--- src/rtl/tmr_pkg.sv ---
package tmr_pkg;
   typedef enum logic [1:0] {
      EDGE_OFF  = 2'b00,
      EDGE_RISE = 2'b01,
      EDGE_FALL = 2'b10,
      EDGE_BOTH = 2'b11
   } edge_sel_e;

   localparam int ADDR_CTRL     = 0;
   localparam int ADDR_COUNT    = 1;
   localparam int ADDR_FLAGS    = 2;
   localparam int ADDR_CAP_BASE = 3;
endpackage

--- src/rtl/tmr_prescale.sv ---
module tmr_prescale #(
   parameter int SEL_W = 3
) (
   input  logic             clk,
   input  logic             rst_n,
   input  logic             run,
   input  logic [SEL_W-1:0] sel,
   output logic             tick
);
   localparam int PRE_W = (1 << SEL_W) - 1;

   logic [PRE_W-1:0] pre_q;
   logic [PRE_W:0]   one_hot;
   logic [PRE_W-1:0] mask;

   always_comb begin
      one_hot = (PRE_W+1)'(1) << sel;
      mask    = PRE_W'(one_hot - 1'b1);
      tick    = run && ((pre_q & mask) == mask);
   end

   // prescale phase restarts from zero whenever the counter is stopped
   always_ff @(posedge clk or negedge rst_n) begin
      if (!rst_n)   pre_q <= '0;
      else if (run) pre_q <= pre_q + 1'b1;
      else          pre_q <= '0;
   end
endmodule

--- src/rtl/tmr_capture.sv ---
module tmr_capture
   import tmr_pkg::*;
#(
   parameter int CNT_W       = 16,
   parameter int SYNC_STAGES = 2
) (
   input  logic             clk,
   input  logic             rst_n,
   input  logic             pin,
   input  edge_sel_e        edge_sel,
   input  logic [CNT_W-1:0] count,
   output logic             hit,
   output logic [CNT_W-1:0] value
);
   logic [SYNC_STAGES-1:0] sync_q;
   logic                   prev_q;
   logic                   level, rise, fall;

   always_ff @(posedge clk or negedge rst_n) begin
      if (!rst_n) begin
         sync_q <= '0;
         prev_q <= 1'b0;
      end else begin
         sync_q <= {sync_q[SYNC_STAGES-2:0], pin};
         prev_q <= level;
      end
   end

   always_comb begin
      level = sync_q[SYNC_STAGES-1];
      rise  = level & ~prev_q;
      fall  = ~level & prev_q;
      hit   = ((edge_sel == EDGE_RISE || edge_sel == EDGE_BOTH) && rise) ||
              ((edge_sel == EDGE_FALL || edge_sel == EDGE_BOTH) && fall);
   end

   always_ff @(posedge clk or negedge rst_n) begin
      if (!rst_n)   value <= '0;
      else if (hit) value <= count;
   end
endmodule

--- src/rtl/tmr_cmp_pair.sv ---
module tmr_cmp_pair #(
   parameter int CNT_W = 16
) (
   input  logic             clk,
   input  logic             rst_n,
   input  logic             tick,
   input  logic             paired,
   input  logic [CNT_W-1:0] count,
   input  logic [CNT_W-1:0] cmp_a,
   input  logic [CNT_W-1:0] cmp_b,
   output logic             hit_a,
   output logic             hit_b,
   output logic             pin_a,
   output logic             pin_b
);
   always_comb begin
      hit_a = tick && (count == cmp_a);
      hit_b = tick && (count == cmp_b);
   end

   always_ff @(posedge clk or negedge rst_n) begin
      if (!rst_n) begin
         pin_a <= 1'b0;
         pin_b <= 1'b0;
      end else if (paired) begin
         // clear has priority when both registers hold the same value
         if (hit_b)      pin_a <= 1'b0;
         else if (hit_a) pin_a <= 1'b1;
         pin_b <= 1'b0;
      end else begin
         if (hit_a) pin_a <= ~pin_a;
         if (hit_b) pin_b <= ~pin_b;
      end
   end
endmodule

--- src/rtl/cap_cmp_timer.sv ---
module cap_cmp_timer
   import tmr_pkg::*;
#(
   parameter int CNT_W       = 16,
   parameter int SEL_W       = 3,
   parameter int N_CAP       = 2,
   parameter int N_CMP       = 2,
   parameter int SYNC_STAGES = 2,
   localparam int N_REG      = ADDR_CAP_BASE + N_CAP + N_CMP,
   localparam int ADDR_W     = $clog2(N_REG)
) (
   input  logic              clk,
   input  logic              rst_n,
   input  logic              bus_we,
   input  logic [ADDR_W-1:0] bus_addr,
   input  logic [CNT_W-1:0]  bus_wdata,
   output logic [CNT_W-1:0]  bus_rdata,
   input  logic [N_CAP-1:0]  cap_pin,
   output logic [N_CMP-1:0]  cmp_pin,
   output logic              irq_ovf,
   output logic [N_CAP-1:0]  irq_cap,
   output logic [N_CMP-1:0]  irq_cmp
);
   localparam int RUN_BIT   = SEL_W;
   localparam int CLR_BIT   = SEL_W + 1;
   localparam int PAIR_BIT  = SEL_W + 2;
   localparam int EDGE_LSB  = SEL_W + 3;
   localparam int CTRL_W    = EDGE_LSB + 2 * N_CAP;
   localparam int FLAG_W    = 1 + N_CAP + N_CMP;
   localparam int CAP_FLAG  = 1;
   localparam int CMP_FLAG  = 1 + N_CAP;
   localparam int CMP_BASE  = ADDR_CAP_BASE + N_CAP;
   localparam int N_PAIR    = N_CMP / 2;

   // elaboration-time parameter checks
   if (CTRL_W > CNT_W) begin : g_bad_ctrl
      $error("control fields do not fit in the register width");
   end
   if (FLAG_W > CNT_W) begin : g_bad_flag
      $error("flag bits do not fit in the register width");
   end
   if (N_CMP < 2 || (N_CMP % 2) != 0) begin : g_bad_cmp
      $error("compare channels must come in pairs");
   end
   if (SYNC_STAGES < 2) begin : g_bad_sync
      $error("capture synchronizer needs at least two stages");
   end
   if (SEL_W < 1 || SEL_W > 4) begin : g_bad_sel
      $error("prescale select width out of range");
   end

   logic [CTRL_W-1:0]  ctrl_q;
   logic [CNT_W-1:0]   count_q;
   logic [FLAG_W-1:0]  flags_q;
   logic [CNT_W-1:0]   cmp_q [N_CMP];
   logic [CNT_W-1:0]   cap_val [N_CAP];
   logic [N_CAP-1:0]   cap_hit;
   logic [N_CMP-1:0]   cmp_hit;
   logic               tick;
   logic               ovf_hit;
   logic               wr_ctrl, wr_count, wr_flags;
   logic [FLAG_W-1:0]  flag_set;

   always_comb begin
      wr_ctrl  = bus_we && (bus_addr == ADDR_W'(ADDR_CTRL));
      wr_count = bus_we && (bus_addr == ADDR_W'(ADDR_COUNT));
      wr_flags = bus_we && (bus_addr == ADDR_W'(ADDR_FLAGS));
      ovf_hit  = tick && (count_q == {CNT_W{1'b1}});
      flag_set = {cmp_hit, cap_hit, ovf_hit};
   end

   tmr_prescale #(.SEL_W(SEL_W)) u_pre (
      .clk   (clk),
      .rst_n (rst_n),
      .run   (ctrl_q[RUN_BIT]),
      .sel   (ctrl_q[SEL_W-1:0]),
      .tick  (tick)
   );

   always_ff @(posedge clk or negedge rst_n) begin
      if (!rst_n)       ctrl_q <= '0;
      else if (wr_ctrl) ctrl_q <= bus_wdata[CTRL_W-1:0];
   end

   always_ff @(posedge clk or negedge rst_n) begin
      if (!rst_n)                          count_q <= '0;
      else if (wr_count)                   count_q <= bus_wdata;
      else if (tick && ctrl_q[CLR_BIT] && cmp_hit[0]) count_q <= '0;
      else if (tick)                       count_q <= count_q + 1'b1;
   end

   // sticky flags: a new event wins over a clear in the same cycle
   always_ff @(posedge clk or negedge rst_n) begin
      if (!rst_n) flags_q <= '0;
      else        flags_q <= (flags_q & ~(wr_flags ? bus_wdata[FLAG_W-1:0] : '0)) | flag_set;
   end

   for (genvar c = 0; c < N_CMP; c++) begin : g_cmp_reg
      always_ff @(posedge clk or negedge rst_n) begin
         if (!rst_n) cmp_q[c] <= '0;
         else if (bus_we && bus_addr == ADDR_W'(CMP_BASE + c)) cmp_q[c] <= bus_wdata;
      end
   end

   for (genvar i = 0; i < N_CAP; i++) begin : g_cap
      tmr_capture #(.CNT_W(CNT_W), .SYNC_STAGES(SYNC_STAGES)) u_cap (
         .clk      (clk),
         .rst_n    (rst_n),
         .pin      (cap_pin[i]),
         .edge_sel (edge_sel_e'(ctrl_q[EDGE_LSB + 2*i +: 2])),
         .count    (count_q),
         .hit      (cap_hit[i]),
         .value    (cap_val[i])
      );
   end

   for (genvar p = 0; p < N_PAIR; p++) begin : g_pair
      tmr_cmp_pair #(.CNT_W(CNT_W)) u_pair (
         .clk    (clk),
         .rst_n  (rst_n),
         .tick   (tick),
         .paired (ctrl_q[PAIR_BIT]),
         .count  (count_q),
         .cmp_a  (cmp_q[2*p]),
         .cmp_b  (cmp_q[2*p+1]),
         .hit_a  (cmp_hit[2*p]),
         .hit_b  (cmp_hit[2*p+1]),
         .pin_a  (cmp_pin[2*p]),
         .pin_b  (cmp_pin[2*p+1])
      );
   end

   always_comb begin
      bus_rdata = '0;
      if (bus_addr == ADDR_W'(ADDR_CTRL))  bus_rdata = CNT_W'(ctrl_q);
      if (bus_addr == ADDR_W'(ADDR_COUNT)) bus_rdata = count_q;
      if (bus_addr == ADDR_W'(ADDR_FLAGS)) bus_rdata = CNT_W'(flags_q);
      for (int i = 0; i < N_CAP; i++)
         if (bus_addr == ADDR_W'(ADDR_CAP_BASE + i)) bus_rdata = cap_val[i];
      for (int c = 0; c < N_CMP; c++)
         if (bus_addr == ADDR_W'(CMP_BASE + c)) bus_rdata = cmp_q[c];
   end

   assign irq_ovf = flags_q[0];
   assign irq_cap = flags_q[CAP_FLAG +: N_CAP];
   assign irq_cmp = flags_q[CMP_FLAG +: N_CMP];
endmodule

--- config.mk ---
export PLATFORM = sky130hd
export DESIGN_NAME = cap_cmp_timer
export DESIGN_NICKNAME = d
export VERILOG_FILES = /design/src/rtl/tmr_pkg.sv /design/src/rtl/tmr_prescale.sv /design/src/rtl/tmr_capture.sv /design/src/rtl/tmr_cmp_pair.sv /design/src/rtl/cap_cmp_timer.sv
export SDC_FILE = /design/constraint.sdc
export NUM_CORES = 1
export LEC_CHECK = 0
export ABC_AREA = 1
export BUFFER_PORTS_ARGS = -buffer_cell sky130_fd_sc_hd__buf_2
export CAP_MARGIN = 20
export CORE_UTILIZATION = 49
export CTS_CLUSTER_SIZE = 14
export DETAILED_ROUTE_END_ITERATION = 8
export PLACE_DENSITY = 0.67
export SLEW_MARGIN = 10
export SYNTH_ARGS = -nofsm -noshare
export SYNTH_HDL_FRONTEND = slang
export SYNTH_HIERARCHICAL = 1
export SYNTH_SLANG_ARGS = --single-unit
--- constraint.sdc ---
create_clock -name clk -period 4.8 [get_ports clk]
set_clock_uncertainty 0.1 [all_clocks]
set_input_delay 0.48 -clock clk [delete_from_list [all_inputs] [get_ports clk]]
set_output_delay 0.48 -clock clk [all_outputs]
set_load 0.02 [all_outputs]
* Word level (Yosys, flattened, before mapping)
Cells that the tools add are included.
Storage, ports and cells: flip-flop bits (word level) 110, latch bits 0, bits in writable memories 0, ROM bits 0, memories kept 0
Cells by class: add/subtract/negate cells 3, $mul 0, div/mod/pow operators 0, $lt $le $gt $ge 0, equal/unequal tests 16, shift operators 1, multiplexer cells 18, bitwise logic cells 14, reduce and logical (&&, ||, !) cells 27
Operator list (count):
- 16-bit 2-to-1 mux | 9
- 16-bit == test | 2
- 16-bit by 1-bit adder with 16-bit output (second input constant) | 1
- 16-bit == test (second input constant) | 1
- 1-bit logical AND | 15
- 10-bit 2-to-1 mux | 1
- 3-bit == test (second input constant) | 3
- 2-bit == test (second input constant) | 4
- 7-bit by 1-bit adder with 7-bit output (second input constant) | 1
- 7-bit bitwise AND | 1
- 7-bit == test | 1
- 7-bit 2-to-1 mux | 1
- 1-bit by 3-bit << shifter with 7-bit output (first input constant) | 1
- 7-bit by 1-bit subtractor with 7-bit output (second input constant) | 1
- 3-bit by 2-bit == test with 1-bit output (second input constant) | 2
- 1-bit logical OR | 6
- 1-bit 2-to-1 mux | 6
- 1-bit NOT | 6
- 2-bit nonzero test | 3
- 5-bit bitwise AND | 1
- 5-bit 2-to-1 mux | 1
- 5-bit NOT | 1
- 5-bit OR | 1
- 1-bit bitwise AND | 4
- other kinds (5) | 6

* Depth between registers and ports, before layout
Gate-level depths: netlist of the first run.
depth in word-level cells 9, mapped depth 18

* Cells and area by module
Netlist of the first run, hierarchy kept.
Modules (own cells, without submodules):
- cap_cmp_timer | instances 1, cells each 515, area an instance 3616.0 µm², sequential area each 1576.5 µm²
- tmr_capture | instances 2, cells each 80, area an instance 772.0 µm², sequential area each 475.5 µm²
- tmr_cmp_pair | instances 1, cells each 206, area an instance 913.4 µm², sequential area each 50.0 µm²
- tmr_prescale | instances 1, cells each 49, area an instance 379.1 µm², sequential area each 175.2 µm²

* Worst setup path after synthesis of the first run
OpenSTA, ideal clock, no wires.
path kind reg2reg, from register ctrl_q[1], to register count_q[13], library setup time 0.116 ns, arrival 1.791 ns, data required time 4.584 ns, setup slack 2.792 ns, stages on the path, launching flop included 18, clock period less this slack 2.008 ns, cell sequence dfrtp_1 -> inv_1 -> nand2_1 -> a21oi_1 -> nand2_1 -> a21oi_1 -> inv_1 -> a21oi_1 -> and3_1 -> nand3_1 -> inv_1 -> nand2_1 -> nor2_1 -> nor2_2 -> nand2_1 -> nand2_1 -> nand2_1 -> nand2_1
Between the ends: word-level cells in the longest chain between the ends 9, elaborated cells between the ends (all ways) 11, those cells by class add/sub (1); eq/ne (1); shift (1); mux (2); bitwise (1); reduce/logical (5)
Ends and longest elaborated chain:
- start, declared | RTL line cap_cmp_timer.sv:52 | logic [CTRL_W-1:0] ctrl_q;
- start signal, assigned | RTL line cap_cmp_timer.sv:82 | else if (wr_ctrl) ctrl_q <= bus_wdata[CTRL_W-1:0];
- 1-bit by 3-bit << shifter with 7-bit output (*) | RTL line tmr_prescale.sv:17 | one_hot = (PRE_W+1)'(1) << sel;
- 7-bit by 1-bit subtractor with 7-bit output (*) | RTL line tmr_prescale.sv:18 | mask = PRE_W'(one_hot - 1'b1);
- 7-bit bitwise AND | RTL line tmr_prescale.sv:19 | tick = run && ((pre_q & mask) == mask);
- 7-bit == test (*) | RTL line tmr_prescale.sv:19
- 1-bit logical AND (*) | RTL line tmr_prescale.sv:19
- named net tick | RTL line cap_cmp_timer.sv:59 | logic tick;
- 1-bit logical AND (*) | RTL line tmr_cmp_pair.sv:17 | hit_a = tick && (count == cmp_a);
- named net cmp_hit[0] | RTL line cap_cmp_timer.sv:58 | logic [N_CMP-1:0] cmp_hit;
- 1-bit logical AND (*) | RTL line cap_cmp_timer.sv:88 | else if (tick && ctrl_q[CLR_BIT] && cmp_hit[0]) count_q <= '0;
- 16-bit 2-to-1 mux | RTL line cap_cmp_timer.sv:88
- 16-bit 2-to-1 mux | RTL line cap_cmp_timer.sv:87 | else if (wr_count) count_q <= bus_wdata;
- end signal, assigned | RTL line cap_cmp_timer.sv:87
- end signal, assigned | RTL line cap_cmp_timer.sv:89 | else if (tick) count_q <= count_q + 1'b1;
- end, declared | RTL line cap_cmp_timer.sv:53 | logic [CNT_W-1:0] count_q;
Mark *: on every way through the listed nets, which the timed path passes. The rest lies on a longest branch. A chain may end at the register's enable or synchronous reset.

* Worst setup path after layout of the first run
from input bus_addr[0], to output bus_rdata[7]
Between the ends: word-level cells in the longest chain between the ends 8, elaborated cells between the ends (all ways) 14, those cells by class eq/ne (6); mux (7); reduce/logical (1)
Ends and longest elaborated chain:
- start, declared | RTL line cap_cmp_timer.sv:15 | input logic [ADDR_W-1:0] bus_addr,
- 3-bit logical NOT | RTL line cap_cmp_timer.sv:135 | if (bus_addr == ADDR_W'(ADDR_CTRL)) bus_rdata = CNT_W'(ctrl_q);
- 10-bit 2-to-1 mux | RTL line cap_cmp_timer.sv:135
- 16-bit 2-to-1 mux | RTL line cap_cmp_timer.sv:136 | if (bus_addr == ADDR_W'(ADDR_COUNT)) bus_rdata = count_q;
- 16-bit 2-to-1 mux | RTL line cap_cmp_timer.sv:137 | if (bus_addr == ADDR_W'(ADDR_FLAGS)) bus_rdata = CNT_W'(flags_q);
- 16-bit 2-to-1 mux (2 in a row) | RTL line cap_cmp_timer.sv:139 | if (bus_addr == ADDR_W'(ADDR_CAP_BASE + i)) bus_rdata = cap_val[i];
- 16-bit 2-to-1 mux | RTL line cap_cmp_timer.sv:141 | if (bus_addr == ADDR_W'(CMP_BASE + c)) bus_rdata = cmp_q[c];
- 16-bit 2-to-1 mux (*) | RTL line cap_cmp_timer.sv:141
- end, declared | RTL line cap_cmp_timer.sv:17 | output logic [CNT_W-1:0] bus_rdata,
Mark *: on every way between the ends. The rest lies on a longest branch, timed or not.

==> results of run 1 <==
layout make-up:
cell class / instances / area (um2)
Timing Repair Buffer: 47 / 240
Clock inverter: 4 / 47.5
Inverter: 117 / 439
Sequential cell: 110 / 2750
Clock buffer: 12 / 236
Multi-Input combinational cell: 677 / 3100
Fill cell: 1296 / 5700
Tap cell: 172 / 215
metrics by stage:
step	std cells	hold WS, ns
2_1_floorplan	930	0.0844
3_3_place_gp	1123	0.237
3_5_place_dp	1123	0.239
4_1_cts	1139	0.115
5_1_grt	1139	0.114
6_report	1139	0.125
cell usage in the layout (no fill, tap or decap), drive strengths merged:
master / netlist / final
clkinv: 0 / 2
inv: 117 / 117
nand2: 338 / 338
nand3b: 1 / 1
dfrtp: 110 / 110
o2111a: 1 / 1
and3: 1 / 1
o21ai: 70 / 70
buf: 23 / 47
nor3: 6 / 6
nand4: 21 / 21
bufinv: 0 / 1
a22oi: 1 / 1
clkinvlp: 0 / 1
nor2: 80 / 80
xnor2: 6 / 6
a21oi: 18 / 18
nand3: 114 / 114
ha: 2 / 2
or2: 4 / 4
o22ai: 7 / 7
o211ai: 6 / 6
clkbuf: 3 / 12
nor3b: 1 / 1
power by group:
| group | switching (mW) | total (mW) | internal [mW] |
|---|---|---|---|
| Clock | 0.349 | 0.753 | 0.404 |
| Sequential | 0.378 | 1.58 | 1.20 |
| Combinational | 0.747 | 1.18 | 0.428 |
worst max-delay path by stage:
stage                    from             to  slack (ns)
6_report          bus_addr[0]   bus_rdata[7]        2.17
4_1_cts           bus_addr[2]  bus_rdata[10]        2.22
2_1_floorplan       ctrl_q[1]    count_q[13]        2.79
3_5_place_dp      bus_addr[0]      ctrl_q[5]        2.21
3_3_place_gp      bus_addr[0]      ctrl_q[5]        2.15
5_1_grt        u_pre/pre_q[4]     count_q[0]        2.02
cells by family after synthesis:
logic type               count (synthesis)  synth area share (%)
adder cells (fa/ha/maj)                  2                 0.388
buffers and inverters                  143                  9.44
AND/OR/NAND/NOR                        566                  38.0
AO/OA/AOI/OAI                          103                  8.67
flip-flops                             110                  42.7
XOR/XNOR                                 6                 0.814
per-layer routing:
layer / part of all wire, % / vias to the layer above / routed length (um) / GRT usage [%]
met1: 45 / 2907 / 8690 / 41.7
li1: - / 3031 / - / -
met2: 45 / 285 / 8700 / 48.0
met3: 7.2 / 46 / 1400 / 6.07
met5: 0 / - / 0 / 0
met4: 3.8 / 0 / 739 / 14.5
state kept, by name, summed over array words and instances, names as in the netlist:
signal	count
cmp_q	32
count_q	16
ctrl_q	10
flags_q	5
g_cap.u_cap/prev_q	2
g_cap.u_cap/sync_q	4
g_cap.u_cap/value	32
g_pair.u_pair/pin_a	1
g_pair.u_pair/pin_b	1
u_pre/pre_q	7
==> flow_summary.yaml, run 1 <==
clock_network:
  clock-root-buffer: "clkbuf_16"
  clock_latency_ns: 0.36
  clkSinkCount: 110
  cts_hold_buf: 0
  postCtsSetupBuffers: 0
  cts_buffers: 9
  clk_path_buf_depth: 2
  cts_resized: 0
  htree_levels: 3
  clk_pin_slew_ns: 0.06
  cts_tree: "yes"
hold_path:
  hp-start: "cap_pin[0]"
  whs_endpoint: "g_cap[0].u_cap/sync_q[0]"
  hold_class: "in2reg"
  hold_depth: 1
job:
  drv_cap: 0
detailed_routing:
  wl_per_cell_um: 17.1
  vias_per_cell: 5.50
  drc: 0
  dr.pass1.iters: 6
  postRouteAntennaNets: 0
  routed_wl_um: 19500
  dr_total_vias: 6269
  drtIter0Drc: 591
synthesis:
  yosysTopAreaCell: "dfrtp_1"
  synthFlopType: "dfrtp_1"
  ys_ff_latch: 110
  synth-seq-area-share_pct: 42.7
  synth.top_cells.by_area: "dfrtp_1 (43%), nand2_1 (19%), nand3_1 (8.4%), inv_1 (6.2%), nor2_1 (4.3%)"
  synthesis.area_um2: 6450
  yosys-top-cells-count: "nand2_1 (328), dfrtp_1 (110), nand3_1 (108)"
  async_flop_share_pct: 100
  ys_warn_count: 6
  ys_types: 34
  syn_inst: 930
  synth_top_area_share_pct: 42.7
  postSynthAreaPerCell_um2: 6.94
  synth_edf_count: 0
  synth.net_count: 956
  post-synth-top-count-cell: "nand2_1"
die:
  start_util_pct: 50.7
  rows: 41
  core_area_um2: 12700
  die_y_um: 117
  ios: 47
  die_x_um: 117
  die_area_um2: 13600
cells_and_area:
  postLayoutCoreUtil_pct: 55.2
  n_antenna_cell: 0
  nets: 988
  drive_above_1_share_pct: 10.8
  area_growth_pct: 8.90
  design_area_um2: 7030
global_routing:
  grt_overflow: 0
  grt_pass1_wl_um: 31100
  grt_max_degree: 73
  grt_usage_pct: 30.9
  antenna_found_initial: 0
  first_global_vias: 5738
setup_path:
  reg2reg_from: "ctrl_q[3]"
  rrSetupSlack_ns: 2.18
  worstReg2RegEnd: "count_q[1]"
  critPathSlowestCell: "nor3_2"
  crit_fanout: 11
  cp_slowest_stage_delay_ns: 0.78
  worstPathArrival_ns: 2.05
  crit_family: "simple AND/OR/NAND/NOR gates"
  required_ns: 4.22
  crit_path_start_kind: "primary input"
  cp.depth: 9
  critPathBufInv: 2
  endpoint_kind: "primary output"
  ff2ff_path_depth: 14
  path_cells: "buf_2 > nor3_2 > nand2_1 > nand2_1 > nand2_1 > nand2_1 > nand2_1 > nand3_1 > buf_2"
  path_class: "in2out"
  crit_top_cell: "nand2_1"
pwr:
  fin_total_pwr_mw: 3.50
  power_density_nw_per_um2: 499
  ir_worst_vdd_v: 0.000313
  power_leakage_nw: 3.60
timing:
  max-slew-margin-rel_pct: 37.4
  rsz0062_at_grt: "no"
  fin_crit_ns: 2.63
  max_clock_freq_mhz: 380
  setup_tns_ns: 0
  worst_slack_ns: 2.17
  final_max_slew_viol_count: 0
  post-route-period-util_pct: 54.9
  hold_viol_final: 0
  tightest_slew_ns: 0.934
  setup_viol: 0
place:
  hpwl_um: 14300
  routabilityCongestion: 0.984
  placed_cell_area_um2: 6740
  place_ws_ns: 2.21
  port_buffers: 46
status:
  status: "finished, final reports clean"
Note: power is estimated with default switching activity, not from simulation.
==> run 2, diff against run 1 <==
- clock period: 4.8 -> 2.6 ns (I/O delays scaled with it)
==> run 2 against run 1 <==
Net effect:
- register-to-register slack got worse by 2.0 ns
- routed wire length is 3.3% higher
- via count grew 0.91%
- sequential power grew 73%
- die area unchanged
- sequential cell count is the same
- sequential share of layout area fell by 1.1 points
- cell count up 1.9%
==> flow_summary.yaml, run 2 (synthesis gave the netlist of run 1 again) <==
detailed_routing:
  postRouteAntennaNets: 0
  dr_total_vias: 6326
  dr.pass1.iters: 5
  wl_per_cell_um: 17.4
  drc: 0
  routed_wl_um: 20200
  vias_per_cell: 5.45
  drtIter0Drc: 829
place:
  hpwl_um: 15000
  routabilityCongestion: 0.982
  port_buffers: 46
  post-place-cells: 1142
setup_path:
  endpoint_kind: "flip-flop"
  crit_path_start_kind: "flip-flop"
  rrSetupSlack_ns: 0.22
  critPathBufInv: 3
  crit_family: "simple AND/OR/NAND/NOR gates"
  critPathSlowestCell: "dfrtp_1"
  required_ns: 2.79
  path_class: "reg2reg"
  ff2ff_path_depth: 15
  cp_slowest_stage_delay_ns: 0.42
  reg2reg_from: "ctrl_q[1]"
  worstPathArrival_ns: 2.58
  worstReg2RegEnd: "count_q[11]"
  crit_fanout: 10
  path_cells: "inv_1 > o21ai_0 > nand2_1 > nand2_1 > a21oi_2 > inv_1 > a21oi_1 > and3_1 > nand3_1 > inv_1 > nand2_1 > nor2_1 > nor2_2 > nand3_1 > o21ai_1"
global_routing:
  grt_max_degree: 48
  grt_overflow: 0
  grt_pass1_wl_um: 32000
  antenna_found_initial: 0
  grt_usage_pct: 32.0
  first_global_vias: 5851
cells_and_area:
  stdcell_count: 1161
  multi_input_area_um2: 3090
  regArea_um2: 2750
  drive_above_1_share_pct: 12.6
  nets: 1010
  final_cell_mix: "nand2_1 (328), dfrtp_1 (110), nand3_1 (108)"
  area_growth_pct: 12.0
  reg_top3: "cmp_q (32), g_cap.u_cap/value (32), count_q (16)"
  final_common_cell: "nand2_1"
  fillers: 1297
  n_antenna_cell: 0
clock_network:
  clkSinkCount: 110
  clock_latency_ns: 0.36
  clk_path_buf_depth: 2
  postCtsSetupBuffers: 0
  cts_tree: "yes"
  htree_levels: 3
  clock-root-buffer: "clkbuf_16"
  cts_buffers: 9
  clk_pin_slew_ns: 0.08
die:
  die_x_um: 117
  ios: 47
  core_area_um2: 12700
  start_util_pct: 50.7
  rows: 41
  die_area_um2: 13600
  die_y_um: 117
hold_path:
  whs_endpoint: "count_q[13]"
  hp-start: "bus_wdata[13]"
  hold_depth: 3
  hold_class: "in2reg"
timing:
  setup_tns_ns: 0
  final_max_slew_viol_count: 0
  setup_viol: 0
  timing.hold.ws_ns: 0.0453
  rsz0062_at_grt: "no"
  fin_crit_ns: 2.38
  max_clock_freq_mhz: 420
  hold_viol_final: 0
  tightest_slew_ns: 0.677
  max-slew-margin-rel_pct: 54.8
  post-route-period-util_pct: 91.6
status:
  status: "finished, final reports clean"
pwr:
  fin_total_pwr_mw: 6.67
  power_leakage_nw: 3.72
  power_density_nw_per_um2: 923
  ir_worst_vdd_v: 0.000505
job:
  drv_cap: 0
==> run 2: through the flow <==
step / worst slack [ns] / utilization (%) / instance area [um2]
final: 0.218 / 56.8 / 7230
after CTS: 0.163 / 56.8 / 7220
after detailed placement: 0.196 / 54.2 / 6890
after global placement: 0.245 / 54.2 / 6890
after floorplan: 0.592 / - / 6450
after global routing: 0.0154 / 56.8 / 7230
==> run 2: timing repair <==
action	4_1_cts	5_1_grt
gates resized for setup	0	1
hold buffers	3	0
setup endpoints to repair	0	6
endpoints found under the hold margin	47	0
==> run 2: routing by layer <==
| layer | vias up | wire [um] | track usage, % |
|---|---|---|---|
| li1 | 3076 | - | - |
| met1 | 2946 | 8780 | 43.3 |
| met2 | 272 | 9440 | 52.0 |
| met3 | 32 | 1440 | 5.50 |
| met4 | 0 | 514 | 10.7 |
| met5 | - | 0 | 0 |
==> run 2: worst max-delay path by stage <==
| stage | start | end | slack, ns | depth (start not counted) |
|---|---|---|---|---|
| 2_1_floorplan | ctrl_q[1] | count_q[13] | 0.59 | 17 |
| 5_1_grt | ctrl_q[1] | count_q[11] | 0.02 | 15 |
| 6_report | ctrl_q[1] | count_q[11] | 0.22 | 15 |
| 3_5_place_dp | u_pre/pre_q[0] | count_q[1] | 0.20 | 14 |
| 3_3_place_gp | ctrl_q[1] | count_q[1] | 0.25 | 15 |
| 4_1_cts | ctrl_q[1] | count_q[0] | 0.16 | 15 |
==> run 2: layout make-up <==
class	instances	share of cell area, %
multi-input cells	677	42.8
flip-flops and latches	110	38.1
inverters	117	6.08
repair buffers	69	5.89
clock buffers	11	3.36
well taps	172	2.98
clock inverters	5	0.814
==> run 2: power breakdown <==
| group | switching (mW) | total, mW | leakage, nW | internal, mW |
|---|---|---|---|---|
| sequential | 0.510 | 2.73 | 1.36 | 2.22 |
| clock | 0.657 | 1.43 | 0.142 | 0.775 |
| combinational | 1.61 | 2.51 | 2.22 | 0.898 |
| total | 2.78 | 6.67 | 3.72 | 3.89 |
==> run 2: worst reg2reg max path, stage by stage (launching register included) <==
cell and delay, ns:
dfrtp_1 0.42, inv_1 0.08, o21ai_0 0.16, nand2_1 0.07, nand2_1 0.08, a21oi_2 0.06, inv_1 0.09, a21oi_1 0.04
and3_1 0.18, nand3_1 0.09, inv_1 0.06, nand2_1 0.11, nor2_1 0.06, nor2_2 0.42, nand3_1 0.15, o21ai_1 0.14
==> run 3, diff against run 2 <==
- CORE_MARGIN: default -> 2
==> run 3 against run 2 <==
Net effect:
- utilization increased by 0.35 points
- maximum frequency decreased by 0.50%
- worst hold slack got worse by 0.0080 ns
- largest cell class unchanged
- design area increased by 0.62%
- clock power about the same
- sequential share of layout area decreased by 0.24 points
- largest power group unchanged
- non-clock buffer count increased by 4
- count of clock-buffer cells in the layout increased by 2
- global-route usage decreased by 1.6 points
- critical path depth increased by 3
==> flow_summary.yaml, run 3 (synthesis gave the netlist of run 1 again) <==
status:
  status: "finished, final reports clean"
setup_path:
  crit_top_cell: "nand2_1"
  required_ns: 2.76
  reg2reg_from: "ctrl_q[1]"
  rrSetupSlack_ns: 0.21
  worstPathArrival_ns: 2.55
  crit_fanout: 10
  crit_path_start_kind: "flip-flop"
  endpoint_kind: "flip-flop"
  path_class: "reg2reg"
  critPathBufInv: 4
  ff2ff_path_depth: 18
  path_cells: "inv_1 > nand2_1 > a21oi_1 > nand2_1 > a21oi_1 > buf_4 > inv_1 > a21oi_1 > and3_1 > nand3_1 > inv_1 > nand2_1 > nor2_1 > nor2_4 > nand2_1 > nand2_1 > nand2_1 > nand2_1"
  cp_slowest_stage_delay_ns: 0.43
  worstReg2RegEnd: "count_q[13]"
  crit_family: "simple AND/OR/NAND/NOR gates"
  critPathSlowestCell: "dfrtp_1"
timing:
  final_max_slew_viol_count: 0
  setup_tns_ns: 0
  tightest_slew_ns: 0.702
  max-slew-margin-rel_pct: 53.1
  max_clock_freq_mhz: 418
  hold_viol_final: 0
  post-route-period-util_pct: 92.1
  setup_viol: 0
  worst_slack_ns: 0.206
  rsz0062_at_grt: "no"
  fin_crit_ns: 2.39
die:
  die_y_um: 119
  rows: 41
  ios: 47
  die_x_um: 119
  start_util_pct: 50.7
  die_area_um2: 14100
  core_area_um2: 12700
hold_path:
  whs_endpoint: "count_q[6]"
  hp-start: "bus_wdata[6]"
  hold_class: "in2reg"
  hold_depth: 3
clock_network:
  htree_levels: 3
  clkSinkCount: 110
  clk_pin_slew_ns: 0.07
  clock-root-buffer: "clkbuf_16"
  clk_path_buf_depth: 2
  clock_latency_ns: 0.36
  cts_buffers: 9
  cts_tree: "yes"
cells_and_area:
  reg_top3: "cmp_q (32), g_cap.u_cap/value (32), count_q (16)"
  final_cell_mix: "nand2_1 (328), dfrtp_1 (110), nand3_1 (108)"
  area_growth_pct: 12.7
  n_antenna_cell: 0
  nets: 1014
  stdcell_count: 1165
  final_common_cell: "nand2_1"
  fillers: 1285
  drive_above_1_share_pct: 12.8
  design_area_um2: 7270
detailed_routing:
  drtIter0Drc: 634
  dr_total_vias: 6360
  postRouteAntennaNets: 0
  wl_per_cell_um: 17.5
  drc: 0
  routed_wl_um: 20400
  vias_per_cell: 5.46
  dr.pass1.iters: 5
place:
  routabilityCongestion: 0.997
  port_buffers: 46
  post-place-cells: 1146
  place_ws_ns: 0.173
  hpwl_um: 15000
  placed_cell_area_um2: 6940
global_routing:
  antenna_found_initial: 0
  grt_pass1_wl_um: 32900
  grt_overflow: 0
  first_global_vias: 5958
  grt_max_degree: 47
  grt_usage_pct: 30.3
pwr:
  power_density_nw_per_um2: 928
  power_leakage_nw: 3.75
  ir_worst_vdd_v: 0.000468
job:
  drv_cap: 0
-- run 3: layout make-up --
type | count | area (um2) | share of cell area, %
timing repair buffer | 73 | 468 | 6.43
multi-input combinational | 677 | 3100 | 42.6
clock inverter | 3 | 42.5 | 0.585
tap | 172 | 215 | 2.96
sequential | 110 | 2750 | 37.8
clock buffer | 13 | 260 | 3.58
inverter | 117 | 439 | 6.04
-- run 3: what timing repair did --
action                                  CTS  global route
buffers inserted                          0             0
gates resized for setup                   0             1
endpoints found under the setup margin    0            10
endpoints found under the hold margin    46             0
hold buffers                              3             0
-- run 3: through the flow --
stage / hold WS [ns] / total power, mW / utilization [%]
floorplan: -0.136 / 4.31 / -
global placement: 0.214 / 5.24 / 54.5
detailed placement: 0.215 / 5.26 / 54.5
CTS: 0.0319 / 6.71 / 57.1
global route: 0.0496 / 7.22 / 57.2
finish: 0.0373 / 6.75 / 57.2
-- run 3: where the power goes --
| group | internal (mW) | total [mW] | switching [mW] |
|---|---|---|---|
| registers | 2.22 | 2.68 | 0.460 |
| clock network | 0.800 | 1.44 | 0.639 |
| logic | 0.940 | 2.64 | 1.70 |
| total | 3.96 | 6.75 | 2.79 |
-- run 3: metal layers --
metal	track usage (%)	vias to the layer above	routed length (um)	part of all wire [%]
met5	0	-	0	0
met4	10.7	0	575	2.8
met3	5.41	41	1320	6.5
met2	48.0	264	9510	47
met1	41.8	2965	8980	44
li1	-	3090	-	-
-- run 3: worst register-to-register path, cell delays in order (launching register included) --
cell     delay [ns]
dfrtp_1        0.43
inv_1          0.09
nand2_1        0.05
a21oi_1        0.11
nand2_1        0.06
a21oi_1        0.13
buf_4          0.16
inv_1          0.06
a21oi_1        0.10
and3_1         0.16
nand3_1        0.10
inv_1          0.09
nand2_1        0.08
nor2_1         0.18
nor2_4         0.11
nand2_1        0.10
nand2_1        0.05
nand2_1        0.07
nand2_1        0.04
-- run 3: how the worst max path moves through the flow --
| stage | slack [ns] | cells past startpoint | startpoint | to |
|---|---|---|---|---|
| after floorplan | 0.59 | 17 | ctrl_q[1] | count_q[13] |
| after global placement | 0.22 | 18 | ctrl_q[1] | count_q[13] |
| after detailed placement | 0.17 | 18 | ctrl_q[1] | count_q[13] |
| after CTS | 0.09 | 18 | ctrl_q[1] | count_q[13] |
| after global routing | 0.01 | 17 | u_pre/pre_q[0] | count_q[13] |
| final | 0.21 | 18 | ctrl_q[1] | count_q[13] |
